File: src/rtl/kbd_scan_unit.sv
module kbd_scan_unit #(
  parameter int NWORDS = 6,
  parameter int DW     = 16,
  parameter int AW     = 5,
  parameter int IW     = 3,
  parameter int SW     = 3
) (
  input  logic          clk,
  input  logic          rst_n,
  input  logic          tick,
  input  logic          ev_valid,
  input  logic [IW-1:0] ev_word,
  input  logic [DW-1:0] ev_bits,
  input  logic          ev_hold,
  input  logic          req_valid,
  input  logic          req_write,
  input  logic [AW-1:0] req_addr,
  input  logic [DW-1:0] req_wdata,
  output logic [DW-1:0] rd_data,
  output logic          irq
);

  localparam logic [AW-1:0] STAT_OFS = AW'(16);
  localparam logic [SW-1:0] CHG_BITS = SW'(3);
  localparam int            FW       = NWORDS * DW;

  logic [DW-1:0] word_q [NWORDS];
  logic [FW-1:0] flat;
  logic          hold_q;
  logic [SW-1:0] st_q, st_d;
  logic          any_nz, ev_hit, change, wr_stat, rd_req;
  logic [AW-2:0] rd_idx;

  assign ev_hit  = tick && ev_valid && (int'(ev_word) < NWORDS);
  assign any_nz  = |flat;
  assign change  = tick && (any_nz || ev_hit);
  assign wr_stat = req_valid && req_write && (req_addr == STAT_OFS);
  assign rd_req  = req_valid && !req_write;
  assign rd_idx  = req_addr[AW-1:1];

  for (genvar g = 0; g < NWORDS; g++) begin : g_word
    assign flat[g*DW +: DW] = word_q[g];
    always_ff @(posedge clk) begin
      if (!rst_n)
        word_q[g] <= '0;
      else if (tick) begin
        if (ev_hit && int'(ev_word) == g)
          word_q[g] <= ev_bits;
        else if (!hold_q)
          word_q[g] <= '0;
      end
    end
  end

  always_ff @(posedge clk) begin
    if (!rst_n)
      hold_q <= 1'b0;
    else if (tick)
      hold_q <= ev_hit && ev_hold;
  end

  assign st_d = (st_q & ~(wr_stat ? req_wdata[SW-1:0] : '0)) | (change ? CHG_BITS : '0);

  always_ff @(posedge clk) begin
    if (!rst_n) begin
      st_q <= '0;
      irq  <= 1'b0;
    end else begin
      st_q <= st_d;
      if ((|st_d) != irq)
        irq <= |st_d;
    end
  end

  always_ff @(posedge clk) begin
    if (!rst_n)
      rd_data <= '0;
    else if (rd_req) begin
      if (req_addr == STAT_OFS)
        rd_data <= DW'(st_q);
      else if (int'(rd_idx) < NWORDS)
        rd_data <= word_q[rd_idx];
      else
        rd_data <= '0;
    end
  end

  a_r3_clear: assert property (@(posedge clk) disable iff (!rst_n)
    tick && !hold_q && !ev_valid |=> flat == '0);

  a_r4_hold_keep: assert property (@(posedge clk) disable iff (!rst_n)
    tick && hold_q && !ev_valid |=> $stable(flat) && !hold_q);

  a_r5_change: assert property (@(posedge clk) disable iff (!rst_n)
    tick && any_nz |=> st_q[1:0] == 2'b11 && irq);

  a_r7_ack: assert property (@(posedge clk) disable iff (!rst_n)
    !tick && req_valid && req_write && req_addr == STAT_OFS && (&req_wdata[SW-1:0])
    |=> st_q == '0 && !irq);

  a_r8_rstreg: assert property (@(posedge clk) disable iff (!rst_n)
    !tick && req_valid && req_write && req_addr == AW'(18) |=> $stable(flat) && $stable(st_q));

endmodule

File: config.mk
export PLATFORM = sky130hd
export DESIGN_NAME = kbd_scan_unit
export DESIGN_NICKNAME = d
export VERILOG_FILES = /design/src/rtl/kbd_scan_unit.sv
export SDC_FILE = /design/constraint.sdc
export NUM_CORES = 1
export LEC_CHECK = 0
export BUFFER_PORTS_ARGS = -buffer_cell sky130_fd_sc_hd__buf_2
export CAP_MARGIN = 20
export CORE_MARGIN = 2
export CORE_UTILIZATION = 50
export CTS_CLUSTER_DIAMETER = 200
export DETAILED_ROUTE_END_ITERATION = 16
export HOLD_SLACK_MARGIN = 0.06
export PLACE_DENSITY = 0.7
export SYNTH_ARGS = -nofsm -noshare
export SYNTH_HDL_FRONTEND = slang
export SYNTH_SLANG_ARGS = --single-unit
export TNS_END_PERCENT = 1
File: constraint.sdc
create_clock -name clk -period 2.95 [get_ports clk]
set_input_delay 0.295 -clock clk [delete_from_list [all_inputs] [get_ports clk]]
set_output_delay 0.295 -clock clk [all_outputs]
set_load 0.03 [all_outputs]
==> results.md <==
- Status: completed
- Max clock buf depth: 2
- EDFF count, synth: 96
- Met3 Wirelength: around 940 µm
- Peak VDD IR: 0.3141 mV
- Commonest non-fill, non-tap cell in the layout: and2_1
- CTS H-tree depth: 4
- IO buf count: 50
- Ys flop type: edfxtp_1
- Cell Area, Synth: 5434 µm²
- Total vias in the final route: 3498
- Reg2Reg Launch Point: word_q[1][7]$_SDFFCE_PP0P_
- Synth Area in Adders: 0%
- CP endpoint kind: flop
- CP required: 3.36 ns
- WL met2: 5871 µm
- Clock skew: between 0.007 and 0.008 ns
- HPWL Detailed: 8755 µm
- Antenna violations before repair: 0
- Via/cell ratio: 5.651
- Global placer's final weighted congestion: 0.8335
- P&R area growth vs syn: 16.81%
- Placement-stage cell area: 5819 µm²
- Crit path kind: flop to flop
- Vias in the first global route: ~3400
- Cell Pwr Density: ~620 nW/µm²
- Uppermost layer routed: met4
- RSZ-0062 raised after global routing: no
- Fill cells: 865
- Starting DRT DRC Count: 281
- Final Cell Area: 6347 µm²
- Clock Latency Late Sink: 0.53 ns
- R2R Setup Slk: roughly 0.84 ns
- Critical path startpoint: word_q[1][7]$_SDFFCE_PP0P_
- Final WL: 12340 µm
- Compound-Gate Fraction of Synth Area: 5.964%
- Core ar.: around 11000 µm²
- Area share of the largest cell type after synthesis: approximately 53%
- Root buffer cell: clkbuf_8
- Synth Net Count: around 460
- Combinational family with the most area after synthesis: simple AND/OR/NAND/NOR gates
- WP data arrival: 2.52 ns
- Xor and xnor fraction of the mapped netlist area: 0%
- Die ar.: 11720 µm²
- WL/cell: approximately 20 µm
- IO Count: 64
- WHS: approximately 0.11 ns
- Die W: 108.3 µm
- Diodes inserted: 0
- Final std cells w/o fill: between 600 and 700
- Residual DRC count: 0
- Total power: 3.954 mW
- Top cells by area, synth: edfxtp_1, and2_1, dfxtp_1
- Post-layout min period: around 2.1 ns
- Final ANT Viol Nets: 0
- YS warnings: 0
- Critical Path Fanout Max: 3
- Largest net degree at the start of global routing: 35
- CTS Buf Count: 17
- Sink Count: 117
- Layout cells sized above 1: 23.80%
- Crit path to: irq$_SDFFE_PN0P_
- Syn avg cell area: 13.25 µm²
- Fin crit share: 71.63%
- Wl on met1: 5311 µm
- Commonest non-fill, non-tap cells in the layout: and2_1, edfxtp_1, buf_2, dfxtp_1, nor4_1
- Setup violators final: 0
- TritonCTS clock tree: done
- Worst slew pin tran: 0.9144 ns
- R2R cell count: 5
- Total gr overflow: 0
- Max-slew headroom: 38.82%
- Pre-antenna DRT Iters: 5
- Global-route wire length before repair: 19180 µm
- Synth cell types: 38
- Maximum Capacitance Violations: 0
- Chip height: between 100 and 150 µm
- Slew Viols, Final: 0
- Final number of hold-violating endpoints: 0
- Lkg Pwr: 2.454 nW
- FF-to-FF End: irq$_SDFFE_PN0P_
- Cts repair resizes: 0
- Max Clk Rate: 473.3 MHz
- Setup TNS: 0 ns
- Mux share of post-synthesis cell area: 9.579%
- # rows: 38
- Post-synth top area cell: edfxtp_1
- Hold-fix buffers at CTS: 0
- Clk slew on worst S/H paths: 0.06 ns
- Postcts setup bufs: 0
- Synthesis-stage register bit count: 117
- Initial Utilization: approximately half
- Simple-gate share of the synthesized area: 21.60%
- Register area share after synthesis: 60.79%
- Total Nets Final: 513
- Fraction of registers with async set/reset: 0%
- Placed Instances: 586
- Cells after Synth: approximately 400
- Startpoint types: flop
- Hold WC Path Type: primary input to flop
- GR Util All Layers: between 20% and 30%
[area by class of cell]
class	instances	area, µm²	share of cell area, %
flip-flops and latches	117	3303	52.04
well taps	140	175.2	2.760
clock buffers	18	417.9	6.584
multi-input cells	269	2023	31.87
inverters	2	7.507	0.1183
repair buffers	59	330.3	5.204
clock inverters	14	90.09	1.419
[where the power goes]
part	internal, mW	switching (mW)	total [mW]
sequential	1.87	0.0545	1.93
combinational	0.117	0.172	0.289
clock	1.02	0.725	1.74
total	3.00	0.951	3.95
[worst min-delay path by stage]
| stage | startpoint | to | slack (ns) | cells past startpoint |
|---|---|---|---|---|
| final | req_wdata[2] | st_q[2]$_SDFF_PN0_ | 0.11 | 3 |
| after global routing | req_wdata[2] | st_q[2]$_SDFF_PN0_ | 0.10 | 3 |
| after detailed placement | rd_data[6]$_SDFFE_PN0P_ | rd_data[6]$_SDFFE_PN0P_ | 0.49 | 2 |
| after floorplan | rst_n | rd_data[3]$_SDFFE_PN0P_ | 0.42 | 1 |
| after CTS | req_wdata[2] | st_q[2]$_SDFF_PN0_ | 0.1 | 3 |
| after global placement | rd_data[7]$_SDFFE_PN0P_ | rd_data[7]$_SDFFE_PN0P_ | 0.48 | 2 |
[metrics by stage]
| step | utilization [%] | worst slack [ns] |
|---|---|---|
| final | 59.33 | 0.8370 |
| after global routing | 59.33 | 0.6712 |
| after CTS | 59.15 | 0.7993 |
| after detailed placement | 54.40 | 0.5984 |
| after global placement | 54.40 | 0.6377 |
| after floorplan | - | 0.7388 |
[cells in the mapped netlist, types with 2 or more instances]
cell / count
and2_1: 101
edfxtp_1: 96
dfxtp_1: 21
nor4_1: 19
nor2_1: 17
mux2i_1: 16
mux4_2: 16
nand2_1: 15
clkbuf_1: 14
a211oi_1: 13
a21oi_1: 13
nor2b_1: 13
nand4_1: 6
nor4_2: 6
o21ai_0: 5
a21boi_1: 4
buf_2: 3
nand2b_1: 3
o21ai_1: 3
o221ai_1: 3
and3_1: 2
buf_1: 2
buf_6: 2
inv_1: 2
o21a_1: 2
[kinds of logic after synthesis]
| logic type | count (synthesis) |
|---|---|
| multiplexers | 32 |
| AO/OA/AOI/OAI | 48 |
| buffers and inverters | 24 |
| flip-flops | 117 |
| AND/OR/NAND/NOR | 189 |
[worst max-delay path, cell delays in order (launching register included)]
cell and delay, ns:
edfxtp_1 0.41, nor4_1 0.42, nand4_1 0.20, nor4_2 0.34, a21boi_1 0.19, o41a_1 0.43
[routing by layer]
metal	up-vias	GRT usage (%)
met5	-	0
met4	0	7.967
met3	22	6.510
met2	149	36.43
met1	1673	30.28
li1	1654	-
[sequential cells by signal, indices dropped and copies added (netlist names)]
| register | cells |
|---|---|
| irq | 1 |
| hold_q | 1 |
| word_q | 96 |
| st_q | 3 |
| rd_data | 16 |
Power figures use the tool's default switching activity.
